`config.mk`:
```
export PLATFORM = sky130hd
export DESIGN_NAME = sdst_status_regs
export DESIGN_NICKNAME = d
export VERILOG_FILES = /design/src/rtl/sdst_pkg.sv /design/src/rtl/sdst_flag_word.sv /design/src/rtl/sdst_edge_set.sv /design/src/rtl/sdst_err_prio.sv /design/src/rtl/sdst_cmd_gate.sv /design/src/rtl/sdst_status_regs.sv
export SDC_FILE = /design/constraint.sdc
export NUM_CORES = 1
export LEC_CHECK = 0
export ABC_AREA = 1
export ABC_CLOCK_PERIOD_IN_PS = 2930
export BUFFER_PORTS_ARGS = -buffer_cell sky130_fd_sc_hd__clkbuf_2
export CELL_PAD_IN_SITES_DETAIL_PLACEMENT = 1
export CELL_PAD_IN_SITES_GLOBAL_PLACEMENT = 2
export CORE_AREA = 10 10 104 106
export DETAILED_ROUTE_END_ITERATION = 12
export DIE_AREA = 0 0 114 116
export MAX_ROUTING_LAYER = met4
export PLACE_DENSITY = 0.78
export SYNTH_ARGS = -nofsm -noshare
export SYNTH_HDL_FRONTEND = slang
export SYNTH_SLANG_ARGS = --single-unit
```
`constraint.sdc`:
```
create_clock -name clk -period 2.93 [get_ports clk]
set_input_delay 0.586 -clock clk [delete_from_list [all_inputs] [get_ports clk]]
set_output_delay 0.586 -clock clk [all_outputs]
set_load 0.02 [all_outputs]
```
`src/rtl/sdst_pkg.sv`:
```
package sdst_pkg;

    localparam int W = 16;

    // word A flag positions
    localparam int A_RESP = 0;
    localparam int A_XFER = 2;
    localparam int A_CARD = 4;

    // word B flag positions
    localparam int B_RTO  = 0;
    localparam int B_CRC  = 1;
    localparam int B_END  = 2;
    localparam int B_IDX  = 3;
    localparam int B_DTO  = 4;
    localparam int B_ILA  = 5;
    localparam int B_ILR  = 6;
    localparam int B_ILW  = 7;
    localparam int B_BRE  = 8;
    localparam int B_BWE  = 9;
    localparam int B_BUSY = 14;

    localparam int ERR_BITS = B_ILW + 1;
    localparam int N_EDGE   = 2;

    localparam logic [W-1:0] A_IMPL = (W'(1) << A_RESP) | (W'(1) << A_XFER) | (W'(1) << A_CARD);
    localparam logic [W-1:0] B_EVT  = (W'(1) << ERR_BITS) - W'(1);
    localparam logic [W-1:0] B_IMPL = B_EVT | (W'(1) << B_BRE) | (W'(1) << B_BWE);

    typedef enum logic [2:0] {
        ERR_NONE     = 3'd0,
        ERR_RESP_TMO = 3'd1,
        ERR_DATA_TMO = 3'd2,
        ERR_SYNC     = 3'd3,
        ERR_ILLEGAL  = 3'd4
    } err_class_e;

    typedef enum logic [1:0] {
        SEL_FLAG_A = 2'd0,
        SEL_MASK_A = 2'd1,
        SEL_FLAG_B = 2'd2,
        SEL_MASK_B = 2'd3
    } reg_sel_e;

    function automatic err_class_e classify(input logic [ERR_BITS-1:0] f);
        if (f[B_RTO])
            return ERR_RESP_TMO;
        else if (f[B_DTO])
            return ERR_DATA_TMO;
        else if (f[B_CRC] || f[B_END] || f[B_IDX])
            return ERR_SYNC;
        else if (f[B_ILA] || f[B_ILR] || f[B_ILW])
            return ERR_ILLEGAL;
        else
            return ERR_NONE;
    endfunction

endpackage

```
`src/rtl/sdst_flag_word.sv`:
```
module sdst_flag_word #(
    parameter int              WIDTH = 16,
    parameter logic [WIDTH-1:0] IMPL = '1
) (
    input  logic             clk,
    input  logic             rst,
    input  logic [WIDTH-1:0] set_in,
    input  logic             clr_we,
    input  logic             mask_we,
    input  logic [WIDTH-1:0] wr_data,
    output logic [WIDTH-1:0] flags,
    output logic [WIDTH-1:0] mask,
    output logic             pend
);
    logic [WIDTH-1:0] set_v;
    logic [WIDTH-1:0] kept;
    logic [WIDTH-1:0] flags_n;

    always_comb begin
        set_v   = set_in & IMPL;
        kept    = clr_we ? (flags & wr_data) : flags;
        flags_n = (kept | set_v) & IMPL;
    end

    always_ff @(posedge clk) begin
        if (rst) begin
            flags <= '0;
            mask  <= '1;
        end else begin
            flags <= flags_n;
            if (mask_we)
                mask <= wr_data;
        end
    end

    assign pend = |(flags & ~mask);


    set_wins_chk: assert property (@(posedge clk) disable iff (rst)
        (|(set_in & IMPL)) |=> ((flags & $past(set_in & IMPL)) == $past(set_in & IMPL)));


    no_spont_chk: assert property (@(posedge clk) disable iff (rst)
        !(|(set_in & IMPL)) |=> ((flags & ~$past(flags)) == '0));

endmodule

```
`src/rtl/sdst_edge_set.sv`:
```
module sdst_edge_set #(
    parameter int N = 2
) (
    input  logic         clk,
    input  logic         rst,
    input  logic [N-1:0] lvl,
    output logic [N-1:0] rise
);
    logic [N-1:0] prev;

    always_ff @(posedge clk) begin
        if (rst)
            prev <= '0;
        else
            prev <= lvl;
    end

    assign rise = lvl & ~prev;


    rise_once_chk: assert property (@(posedge clk) disable iff (rst)
        (|rise) |=> ((rise & $past(rise)) == '0));

endmodule

```
`src/rtl/sdst_err_prio.sv`:
```
module sdst_err_prio
    import sdst_pkg::*;
(
    input  logic                clk,
    input  logic                rst,
    input  logic [ERR_BITS-1:0] err_flags,
    output err_class_e          cls
);
    assign cls = classify(err_flags);


    resp_first_chk: assert property (@(posedge clk) disable iff (rst)
        err_flags[B_RTO] |-> (cls == ERR_RESP_TMO));


    none_clean_chk: assert property (@(posedge clk) disable iff (rst)
        (cls == ERR_NONE) |-> (err_flags == '0));

endmodule

```
`src/rtl/sdst_cmd_gate.sv`:
```
module sdst_cmd_gate (
    input  logic clk,
    input  logic rst,
    input  logic cmd_issue,
    input  logic busy,
    output logic cmd_accept,
    output logic cmd_reject
);
    always_ff @(posedge clk) begin
        if (rst) begin
            cmd_accept <= 1'b0;
            cmd_reject <= 1'b0;
        end else begin
            cmd_accept <= cmd_issue && !busy;
            cmd_reject <= cmd_issue && busy;
        end
    end


    busy_block_chk: assert property (@(posedge clk) disable iff (rst)
        (cmd_issue && busy) |=> (cmd_reject && !cmd_accept));


    excl_chk: assert property (@(posedge clk) disable iff (rst)
        !(cmd_accept && cmd_reject));

endmodule

```
`src/rtl/sdst_status_regs.sv`:
```
module sdst_status_regs
    import sdst_pkg::*;
(
    input  logic        clk,
    input  logic        rst,
    input  logic [15:0] evt_a,
    input  logic [15:0] evt_b,
    input  logic        rd_ready_lvl,
    input  logic        wr_ready_lvl,
    input  logic        engine_busy,
    input  logic        wr_en,
    input  logic [1:0]  wr_sel,
    input  logic [15:0] wr_data,
    input  logic [1:0]  rd_sel,
    output logic [15:0] rd_data,
    input  logic        cmd_issue,
    output logic        cmd_accept,
    output logic        cmd_reject,
    output logic        irq,
    output logic [2:0]  err_class
);
    logic [W-1:0]      flags_a, mask_a, flags_b, mask_b;
    logic [W-1:0]      set_b;
    logic [N_EDGE-1:0] rdy_rise;
    logic              pend_a, pend_b;
    err_class_e        cls;
    reg_sel_e          wsel, rsel;

    assign wsel = reg_sel_e'(wr_sel);
    assign rsel = reg_sel_e'(rd_sel);

    sdst_edge_set #(.N(N_EDGE)) u_edge (
        .clk  (clk),
        .rst  (rst),
        .lvl  ({wr_ready_lvl, rd_ready_lvl}),
        .rise (rdy_rise)
    );

    always_comb begin
        set_b        = evt_b & B_EVT;
        set_b[B_BRE] = rdy_rise[0];
        set_b[B_BWE] = rdy_rise[1];
    end

    sdst_flag_word #(.WIDTH(W), .IMPL(A_IMPL)) u_word_a (
        .clk     (clk),
        .rst     (rst),
        .set_in  (evt_a),
        .clr_we  (wr_en && wsel == SEL_FLAG_A),
        .mask_we (wr_en && wsel == SEL_MASK_A),
        .wr_data (wr_data),
        .flags   (flags_a),
        .mask    (mask_a),
        .pend    (pend_a)
    );

    sdst_flag_word #(.WIDTH(W), .IMPL(B_IMPL)) u_word_b (
        .clk     (clk),
        .rst     (rst),
        .set_in  (set_b),
        .clr_we  (wr_en && wsel == SEL_FLAG_B),
        .mask_we (wr_en && wsel == SEL_MASK_B),
        .wr_data (wr_data),
        .flags   (flags_b),
        .mask    (mask_b),
        .pend    (pend_b)
    );

    sdst_err_prio u_prio (
        .clk       (clk),
        .rst       (rst),
        .err_flags (flags_b[ERR_BITS-1:0]),
        .cls       (cls)
    );

    sdst_cmd_gate u_gate (
        .clk        (clk),
        .rst        (rst),
        .cmd_issue  (cmd_issue),
        .busy       (engine_busy),
        .cmd_accept (cmd_accept),
        .cmd_reject (cmd_reject)
    );

    always_comb begin
        unique case (rsel)
            SEL_FLAG_A: rd_data = flags_a;
            SEL_MASK_A: rd_data = mask_a;
            SEL_FLAG_B: begin
                rd_data         = flags_b;
                rd_data[B_BUSY] = engine_busy;
            end
            default:    rd_data = mask_b;
        endcase
    end

    assign irq       = pend_a || pend_b;
    assign err_class = cls;


    irq_masked_chk: assert property (@(posedge clk) disable iff (rst)
        ((mask_a == '1) && (mask_b == '1)) |-> !irq);


    a_unused_chk: assert property (@(posedge clk) disable iff (rst)
        (flags_a & ~A_IMPL) == '0);

endmodule

```
==> results.tsv, run 1 <==
metric	value	unit
worst_ep_required_time	2.34	ns
maxCapViolations	0	
half_perimeter_wire_length_after_placement	5880	µm
grt_antenna_before_repair	0	
timing.critical_path.max_delay_family	buffers and inverters	
finalClockSkew	0.000711	ns
ant_nets	0	
floorplan.die.width	114	µm
worstMarginPinSlew	0.758	ns
worst_slew_margin_rel	0.494	
port-buffer-count	59	
cp-end-kind	output port	
timing_worst_setup_path_type	in2out	
post_synth_xor_area_fraction	0	
holdBufCountCts	0	
crit_path_cell_trace	clkbuf_2, inv_1, nor2_2, buf_4, a22o_1, clkbuf_2	
post_synthesis_mux_area_share	0	
ctsResizeCount	0	
die_height	116	µm
num_antenna_cells	0	
final.setup.tns	0	ns
async_reset_ff_frac	0	
postSynthRegisterBits	49	
cts_tree	done	
rsz0062_at_grt	false	
fmaxAchievable	443	MHz
cts.htree.levels	2	
worst_path_most_repeated_cell	sky130_fd_sc_hd__clkbuf_2	
yosys-top-cells-area	sky130_fd_sc_hd__dfxtp_1, sky130_fd_sc_hd__nand2_1, sky130_fd_sc_hd__nand3_1, sky130_fd_sc_hd__inv_1, sky130_fd_sc_hd__o211ai_1	
status	completed	
slew_viol_final	0	
first_pass_grt_wire_length	13000	µm
globalplace.congestion	0.764	
cts_root_buf	sky130_fd_sc_hd__clkbuf_8	
pin_count	81	
grt_pass1_vias	2619	
arrival	1.67	ns
path_max_fanout	10	
maximum_number_of_pins_on_one_net_before_global_route_repair	37	
totalWireLength	7730	µm
clock-sinks	49	
power.density_cell_area	510	mW/mm²
period_minus_slack	2.26	ns
row_count	34	
design.core.area	0.00868	mm²
postSynth.topFlopCell	sky130_fd_sc_hd__dfxtp_1	
share_of_the_synthesized_area_in_compound_gates_ao_oa_aoi_oai	0.116	
fin_total_pwr	1.41	mW
mappedNetlistArea	0.00229	mm²
post-route-period-util	0.770	
finalNetCount	456	
initialDrtViolationCount	50	
startpoint_type	input pin	
seq_area_frac_synth	0.428	
netlist.area_leader.share	0.428	
synthesis.instances	340	
synth_area_leader_cell	sky130_fd_sc_hd__dfxtp_1	
netlist_top_cells_count	sky130_fd_sc_hd__nand2_1, sky130_fd_sc_hd__dfxtp_1, sky130_fd_sc_hd__inv_1, sky130_fd_sc_hd__nand3_1, sky130_fd_sc_hd__nor2_1	
detail_route.wl_per_cell	15.3	µm
via_count	2367	
synthMostInstantiatedCell	sky130_fd_sc_hd__nand2_1	
timing.critical_path.slowest_stage_cell	sky130_fd_sc_hd__nor2_2	
synthesis.yosys.warnings	0	
groute.usage.overall	0.125	
global_route.overflow_total	0	
number_of_synthesized_flops_with_an_enable_pin	0	
largest_family_of_logic_cells_by_synthesized_area	simple AND/OR/NAND/NOR gates	
synth.lib_cells_used.distinct	22	
postCtsSetupRepairBufs	0	
drt_drc_violations_left	0	
syn_avg_cell_area	6.74	µm²
utilization	0.319	
area_delta_synth_final	20.9	%
drive_above_1_share	0.211	
die_area	0.0132	mm²
post_drt_via_cell_ratio	4.68	
numCtsBuffers	5	
static-leakage-power	1.55	nW
initial_core_util	0.264	
critical_path_buf_inv_count	4	
yosys.area_share.adder	0	
drt_first_pass_iters	4	
vdd_ir_drop_max	0.218	mV
cts-root-to-sink-buffers	2	
syn_nets	399	
clk_pin_slew_worst_paths	0.09	ns
finalSetupViolations	0	
cp_slowest_stage_delay	0.36	ns
timing.hold.worst.class	reg2reg	
clock_latency_late_sink	0.30	ns
hold_viol_final	0	
num-fill-cells	1142	
synth_simple_gate_area_share	0.338	
setup.reg_to_reg.worst_slack	2.04	ns
-- cell type report --
class                      instances  area (µm²)  area share
tap                              108         135      0.0488
clock inverter                     3        17.5     0.00632
clock buffer                       5        68.8      0.0248
multi-input combinational        225        1040       0.375
inverter                          52         195      0.0705
timing repair buffer              64         333       0.120
sequential                        49         981       0.354
-- cells by family after synthesis --
| kind of cell | count (synthesis) |
|---|---|
| AND/OR/NAND/NOR | 185 |
| flip-flops | 49 |
| AO/OA/AOI/OAI | 40 |
| buffers and inverters | 66 |
-- state kept, by name, summed over array words and instances (netlist names) --
| register | flops |
|---|---|
| u_word_a.mask | 16 |
| u_word_b.mask | 16 |
| u_word_b.flags | 10 |
| u_word_a.flags | 3 |
| u_edge.prev | 2 |
| u_gate.cmd_accept | 1 |
| u_gate.cmd_reject | 1 |
-- routing by layer --
| layer | global-route usage | vias to the layer above | routed length [µm] |
|---|---|---|---|
| met2 | 0.218 | 32 | 3800 |
| met3 | 0.0191 | 4 | 215 |
| met1 | 0.146 | 1142 | 3640 |
| met4 | 0.0351 | 0 | 77 |
| met5 | - | - | 0 |
| li1 | - | 1189 | - |
-- path summary, 6_finish.rpt --
path                                startpoint  cells past startpoint                           end
setup reg to reg  u_word_b.flags[4]$_SDFF_PP0_                      6  u_word_b.flags[4]$_SDFF_PP0_
hold reg to reg      u_edge.prev[1]$_SDFF_PP0_                      1  u_word_b.flags[9]$_SDFF_PP0_
setup / recovery                     rd_sel[0]                      6                   rd_data[10]
hold / removal       u_edge.prev[1]$_SDFF_PP0_                      1  u_word_b.flags[9]$_SDFF_PP0_
-- power breakdown --
group,internal [mW],switching [mW],leakage [nW]
Sequential,0.705,0.0276,0.405
Combinational,0.0964,0.178,1.10
Clock,0.166,0.239,0.0439
Total,0.967,0.445,1.55
-- cell usage in the layout (no fill, tap or decap) --
cell and instances:
sky130_fd_sc_hd__inv_2 6, sky130_fd_sc_hd__nand3_2 1, sky130_fd_sc_hd__nand3_1 46, sky130_fd_sc_hd__o22ai_1 1, sky130_fd_sc_hd__nor2_2 2, sky130_fd_sc_hd__buf_4 5, sky130_fd_sc_hd__o21ai_0 4, sky130_fd_sc_hd__o31ai_1 1
sky130_fd_sc_hd__clkbuf_8 5, sky130_fd_sc_hd__dfxtp_1 49, sky130_fd_sc_hd__o211ai_1 8, sky130_fd_sc_hd__nand2_1 115, sky130_fd_sc_hd__clkinv_2 2, sky130_fd_sc_hd__nor3_1 3, sky130_fd_sc_hd__o21ai_1 8, sky130_fd_sc_hd__nand4_1 3
sky130_fd_sc_hd__inv_1 46, sky130_fd_sc_hd__clkinvlp_4 1, sky130_fd_sc_hd__clkbuf_2 59, sky130_fd_sc_hd__o211ai_2 3, sky130_fd_sc_hd__a22o_1 5, sky130_fd_sc_hd__nor2_1 15, sky130_fd_sc_hd__a21oi_1 10
-- per-stage QoR --
stage	instances	hold WS [ns]	cell area (µm²)	setup WS [ns]
final	506	0.422	2770	0.673
after floorplan	340	0.400	2290	1.07
after CTS	506	0.424	2770	0.624
after global placement	498	0.404	2680	0.591
after detailed placement	498	0.409	2680	0.626
after global routing	506	0.448	2770	0.497
-- worst reg2reg max path: stages, from the launching register on --
cell                      delay (ns)
sky130_fd_sc_hd__dfxtp_1        0.44
sky130_fd_sc_hd__nand2_1        0.08
sky130_fd_sc_hd__inv_1          0.05
sky130_fd_sc_hd__nand3_1        0.06
sky130_fd_sc_hd__nand3_1        0.09
sky130_fd_sc_hd__nand2_1        0.05
sky130_fd_sc_hd__inv_1          0.07
Note: power is estimated with default switching activity, not from simulation.
==> inputs of run 2 (changes only) <==
--- a/config.mk
+++ b/config.mk
@@ -6,15 +6,15 @@
 export NUM_CORES = 1
 export LEC_CHECK = 0
 export ABC_AREA = 1
-export ABC_CLOCK_PERIOD_IN_PS = 2930
+export ABC_CLOCK_PERIOD_IN_PS = 2200
 export BUFFER_PORTS_ARGS = -buffer_cell sky130_fd_sc_hd__clkbuf_2
 export CELL_PAD_IN_SITES_DETAIL_PLACEMENT = 1
 export CELL_PAD_IN_SITES_GLOBAL_PLACEMENT = 2
-export CORE_AREA = 10 10 104 106
+export CORE_AREA = 10 10 107 109
 export DETAILED_ROUTE_END_ITERATION = 12
-export DIE_AREA = 0 0 114 116
+export DIE_AREA = 0 0 117 119
 export MAX_ROUTING_LAYER = met4
-export PLACE_DENSITY = 0.78
+export PLACE_DENSITY = 0.73
 export SYNTH_ARGS = -nofsm -noshare
 export SYNTH_HDL_FRONTEND = slang
 export SYNTH_SLANG_ARGS = --single-unit
==> constraint.sdc (replaced) <==
create_clock -name clk -period 2.2 [get_ports clk]
set_input_delay 0.44 -clock clk [delete_from_list [all_inputs] [get_ports clk]]
set_output_delay 0.44 -clock clk [all_outputs]
set_load 0.02 [all_outputs]
==> run 2 against run 1 <==
Effect of this change: setup slack worse by 0.50 ns; routed wire length is 0.44% higher; sequential share of layout area shrank 0.61 points; highest routed layer unchanged.
==> results.tsv, run 2 (synthesized netlist as in run 1, its figures left out) <==
metric	value	unit
status	completed	
finalSetupViolations	0	
crit_path_cell_trace	nor3_1, nand2_1, nor3_1, clkbuf_2	
worst_path_most_repeated_cell	sky130_fd_sc_hd__nor3_1	
post_dp_cell_area	0.00273	mm²
area_delta_synth_final	23.0	%
place.detailed.instances	509	
ant_nets	0	
half_perimeter_wire_length_after_placement	6090	µm
final.setup.tns	0	ns
initial_core_util	0.242	
startpoint_type	flop	
hold_viol_final	0	
period_minus_slack	2.02	ns
initialDrtViolationCount	65	
post-route-worst-setup-slack	0.176	ns
clock_latency_late_sink	0.31	ns
final_cell_area	0.00282	mm²
drt_drc_violations_left	0	
row_count	36	
arrival	1.58	ns
grt_antenna_before_repair	0	
maxCapViolations	0	
cts.htree.levels	2	
regToRegStartpoint	u_word_b.flags[2]$_SDFF_PP0_	
post-route-period-util	0.920	
worst_ep_required_time	1.76	ns
num_antenna_cells	0	
hold_path.startpoint	engine_busy	
floorplan.die.width	117	µm
holdBufCountCts	0	
static-leakage-power	1.57	nW
power.density_cell_area	678	mW/mm²
die_height	119	µm
postCtsSetupRepairBufs	0	
crit_end	err_class[2]	
totalWireLength	7770	µm
vdd_ir_drop_max	0.243	mV
instances_no_fill	517	
cp.depth	4	
timing_worst_setup_path_type	reg2out	
cts_root_buf	sky130_fd_sc_hd__clkbuf_8	
commonest_non_fill_non_tap_cell_in_the_layout	sky130_fd_sc_hd__nand2_1	
cp-end-kind	output port	
fmaxAchievable	494	MHz
first_pass_grt_wire_length	13100	µm
global_route.overflow_total	0	
pin_count	81	
cp_slowest_stage_delay	0.38	ns
top_regs	u_word_a.mask: 16 flops, u_word_b.mask: 16 flops, u_word_b.flags: 10 flops	
maximum_number_of_pins_on_one_net_before_global_route_repair	22	
die_area	0.0139	mm²
clock-sinks	49	
path_max_fanout	5	
detail_route.wl_per_cell	15.0	µm
drt_first_pass_iters	4	
ctsResizeCount	0	
via_count	2346	
port-buffer-count	59	
worstRegToRegCells	6	
finalClockSkew	0.000507	ns
slew_viol_final	0	
grt_pass1_vias	2615	
globalplace.congestion	0.776	
post_drt_via_cell_ratio	4.54	
cts_tree	done	
design.core.area	0.00946	mm²
critical_path_buf_inv_count	1	
timing.critical_path.max_delay_family	simple AND/OR/NAND/NOR gates	
dpl_worst_slack	0.296	ns
crit_start	u_word_b.flags[2]$_SDFF_PP0_	
worst_slew_margin_rel	0.720	
groute.usage.overall	0.121	
rsz0062_at_grt	false	
timing.hold.worst.class	in2reg	
timing.rr.end	u_word_b.flags[2]$_SDFF_PP0_	
cts-root-to-sink-buffers	2	
worstMarginPinSlew	0.419	ns
finalNetCount	461	
clk_pin_slew_worst_paths	0.10	ns
fin_total_pwr	1.91	mW
setup.reg_to_reg.worst_slack	1.32	ns
drive_above_1_share	0.221	
timing.critical_path.slowest_stage_cell	sky130_fd_sc_hd__dfxtp_1	
mostFrequentLayoutCells	sky130_fd_sc_hd__nand2_1, sky130_fd_sc_hd__clkbuf_2, sky130_fd_sc_hd__dfxtp_1, sky130_fd_sc_hd__inv_1, sky130_fd_sc_hd__nand3_1	
numCtsBuffers	5	
## run 2: routing by layer
layer | track usage | share of wire
met5 | - | 0
met4 | 0.0278 | 0.010
met3 | 0.0236 | 0.036
met2 | 0.200 | 0.49
met1 | 0.146 | 0.47
## run 2: layout make-up
cell class	count	area (µm²)
clock buffer	5	68.8
multi-input combinational	225	1040
inverter	52	195
sequential	49	981
timing repair buffer	69	370
tap	114	143
clock inverter	3	21.3
fill	1199	6640
## run 2: worst min-delay path by stage
stage,end,slack (ns),depth (start not counted)
finish,u_gate.cmd_accept$_SDFF_PP0_,0.31,2
global route,u_gate.cmd_accept$_SDFF_PP0_,0.32,2
CTS,u_gate.cmd_accept$_SDFF_PP0_,0.31,2
detailed placement,u_word_b.flags[9]$_SDFF_PP0_,0.42,1
global placement,u_word_b.flags[9]$_SDFF_PP0_,0.40,1
floorplan,u_word_b.flags[9]$_SDFF_PP0_,0.40,1
## run 2: worst register-to-register path: stages (launching register included)
cell                      delay (ns)
sky130_fd_sc_hd__dfxtp_1        0.45
sky130_fd_sc_hd__nand2_1        0.08
sky130_fd_sc_hd__inv_1          0.05
sky130_fd_sc_hd__nand3_1        0.07
sky130_fd_sc_hd__nand3_1        0.09
sky130_fd_sc_hd__nand2_1        0.05
sky130_fd_sc_hd__inv_1          0.05
## run 2: metrics by stage
step | hold WS (ns) | utilization
after floorplan | 0.400 | -
final | 0.314 | 0.298
after global placement | 0.405 | 0.288
after detailed placement | 0.416 | 0.288
after global routing | 0.316 | 0.298
after CTS | 0.306 | 0.298
## run 2: power by group
part           internal (mW)  switching [mW]
Clock                  0.226           0.335
Sequential             0.939          0.0375
Combinational          0.134           0.240
Total                   1.30           0.612
==> inputs of run 3 (changes only) <==
--- a/config.mk
+++ b/config.mk
@@ -5,16 +5,16 @@
 export SDC_FILE = /design/constraint.sdc
 export NUM_CORES = 1
 export LEC_CHECK = 0
-export ABC_AREA = 1
 export ABC_CLOCK_PERIOD_IN_PS = 2200
 export BUFFER_PORTS_ARGS = -buffer_cell sky130_fd_sc_hd__clkbuf_2
 export CELL_PAD_IN_SITES_DETAIL_PLACEMENT = 1
 export CELL_PAD_IN_SITES_GLOBAL_PLACEMENT = 2
-export CORE_AREA = 10 10 107 109
+export CORE_AREA = 10 10 102 104
 export DETAILED_ROUTE_END_ITERATION = 12
-export DIE_AREA = 0 0 117 119
+export DIE_AREA = 0 0 112 114
 export MAX_ROUTING_LAYER = met4
-export PLACE_DENSITY = 0.73
+export PLACE_DENSITY = 0.75
 export SYNTH_ARGS = -nofsm -noshare
 export SYNTH_HDL_FRONTEND = slang
+export SYNTH_HIERARCHICAL = 1
 export SYNTH_SLANG_ARGS = --single-unit
==> constraint.sdc (replaced) <==
create_clock -name clk -period 2.2 [get_ports clk]
set_input_delay 0.11 -clock clk [delete_from_list [all_inputs] [get_ports clk]]
set_output_delay 0.11 -clock clk [all_outputs]
set_load 0.02 [all_outputs]
==> run 3 against run 2 <==
Effect of this change: sequential share of layout area shrank 0.77 points; routed wire length down 18%; die area is 8.3% lower; critical path depth increased by 1; synthesized cell count shrank 30%; critical endpoint is now irq; largest cell class unchanged; register-to-register slack better by 0.07 ns.
==> results.tsv, run 3 <==
metric	value	unit
slew_viol_final	0	
hold_ws	0.0185	ns
crit_path_cell_trace	clkinv_1, o22ai_1, or4_1, or2_2, clkbuf_2	
fmaxAchievable	522	MHz
post_drt_via_cell_ratio	4.67	
clock-sinks	49	
post-route-worst-setup-slack	0.285	ns
clock_latency_late_sink	0.29	ns
uppermost_layer_routed	met4	
synthesis.instances	239	
worst_slew_margin_rel	0.574	
mostFrequentLayoutCells	sky130_fd_sc_hd__clkbuf_2, sky130_fd_sc_hd__dfxtp_1, sky130_fd_sc_hd__nor2b_1, sky130_fd_sc_hd__a211o_1, sky130_fd_sc_hd__conb_1	
half_perimeter_wire_length_after_placement	4610	µm
finalSetupViolations	0	
commonest_non_fill_non_tap_cell_in_the_layout	sky130_fd_sc_hd__clkbuf_2	
wl_met1	3110	µm
totalWireLength	6360	µm
top_regs	u_word_a/mask: 16 flops, u_word_b/mask: 16 flops, u_word_b/flags: 10 flops	
groute.usage.overall	0.102	
syn_avg_cell_area	10.6	µm²
status	completed	
cts_root_buf	sky130_fd_sc_hd__clkbuf_8	
die_height	114	µm
timing.critical_path.slowest_stage_cell	sky130_fd_sc_hd__or4_1	
row_count	34	
port-buffer-count	59	
timing_worst_setup_path_type	reg2out	
floorplan.die.width	112	µm
num-fill-cells	998	
path_max_fanout	6	
postCtsSetupRepairBufs	0	
fin_total_pwr	1.84	mW
cts_tree	done	
timing.critical_path.max_delay_family	simple AND/OR/NAND/NOR gates	
synthesis.yosys.warnings	6	
global_route.overflow_total	0	
regToRegStartpoint	u_word_b/mask[3]$_SDFFE_PP1P_	
instances_no_fill	400	
area_delta_synth_final	13.4	%
initialDrtViolationCount	34	
static-leakage-power	1.18	nW
route.met3.wl	185	µm
holdBufCountCts	0	
pin_count	81	
drt_drc_violations_left	0	
globalplace.congestion	0.693	
arrival	1.80	ns
utilization	0.341	
worstMarginPinSlew	0.639	ns
worst_ep_required_time	2.09	ns
cts.htree.levels	2	
numCtsBuffers	5	
final_cell_area	0.00288	mm²
mappedNetlistArea	0.00254	mm²
grt_pass1_vias	2043	
place.detailed.instances	392	
via_count	1869	
final.setup.tns	0	ns
startpoint_type	flop	
wl_met2	3040	µm
drt_first_pass_iters	4	
hold_path.startpoint	evt_b[2]	
critical_path_buf_inv_count	2	
ctsResizeCount	0	
crit_start	u_word_b/flags[0]$_SDFF_PP0_	
ant_nets	0	
post-route-period-util	0.870	
cp-end-kind	output port	
cp_slowest_stage_delay	0.51	ns
rsz0062_at_grt	false	
post_dp_cell_area	0.00280	mm²
cts-root-to-sink-buffers	2	
grt_antenna_before_repair	0	
maximum_number_of_pins_on_one_net_before_global_route_repair	50	
first_pass_grt_wire_length	10400	µm
finalClockSkew	0.000199	ns
die_area	0.0128	mm²
drive_above_1_share	0.284	
maxCapViolations	0	
detail_route.wl_per_cell	15.9	µm
dpl_worst_slack	0.607	ns
vdd_ir_drop_max	0.278	mV
timing.hold.worst.class	in2reg	
design.core.area	0.00847	mm²
power.density_cell_area	637	mW/mm²
num_antenna_cells	0	
finalNetCount	350	
hold_viol_final	0	
initial_core_util	0.300	
period_minus_slack	1.91	ns
clk_pin_slew_worst_paths	0.09	ns
## run 3: changes by cell type in the layout (fill, tap and decap cells not counted), moves of 10 or more
cell and change:
sky130_fd_sc_hd__nand2_1 -115, sky130_fd_sc_hd__nand3_1 -46, sky130_fd_sc_hd__inv_1 -39, sky130_fd_sc_hd__nor2b_1 +34, sky130_fd_sc_hd__a211o_1 +32, sky130_fd_sc_hd__conb_1 +18, sky130_fd_sc_hd__nand2b_1 +12, sky130_fd_sc_hd__mux4_2 +10
## run 3: metal layers
| layer | track usage | up-vias |
|---|---|---|
| met5 | - | - |
| met2 | 0.174 | 39 |
| li1 | - | 921 |
| met1 | 0.121 | 907 |
| met4 | 0.0254 | 0 |
| met3 | 0.0220 | 2 |
## run 3: power breakdown
part | total, mW | switching, mW | internal (mW) | leakage [nW]
clock network | 0.503 | 0.276 | 0.226 | 0.0395
logic | 0.358 | 0.191 | 0.168 | 0.736
registers | 0.976 | 0.0376 | 0.939 | 0.405
total | 1.84 | 0.504 | 1.33 | 1.18
## run 3: area by class of cell
cell class / count / area (µm²) / share of cell area
Inverter: 9 / 33.8 / 0.0117
Timing Repair Buffer: 62 / 318 / 0.110
Clock buffer: 8 / 80.1 / 0.0278
Sequential cell: 49 / 981 / 0.340
Multi-Input combinational cell: 164 / 1340 / 0.463
Tap cell: 108 / 135 / 0.0469
## run 3: path summary, 6_finish.rpt
kind | to | slack, ns | depth (start not counted)
hold reg to reg | u_word_a/flags[4]$_SDFF_PP0_ | 0.53 | 2
hold / removal | u_word_b/flags[2]$_SDFF_PP0_ | 0.02 | 3
setup reg to reg | u_word_b/mask[3]$_SDFFE_PP1P_ | 1.39 | 2
setup / recovery | irq | 0.29 | 5
## run 3: worst reg2reg max path, delay by kind of cell, from the launching register on
family             cells  cell delay [ns]
and+or+nand+nor        1             0.14
DFF                    1             0.33
AOI/OAI and AO/OA      1             0.24
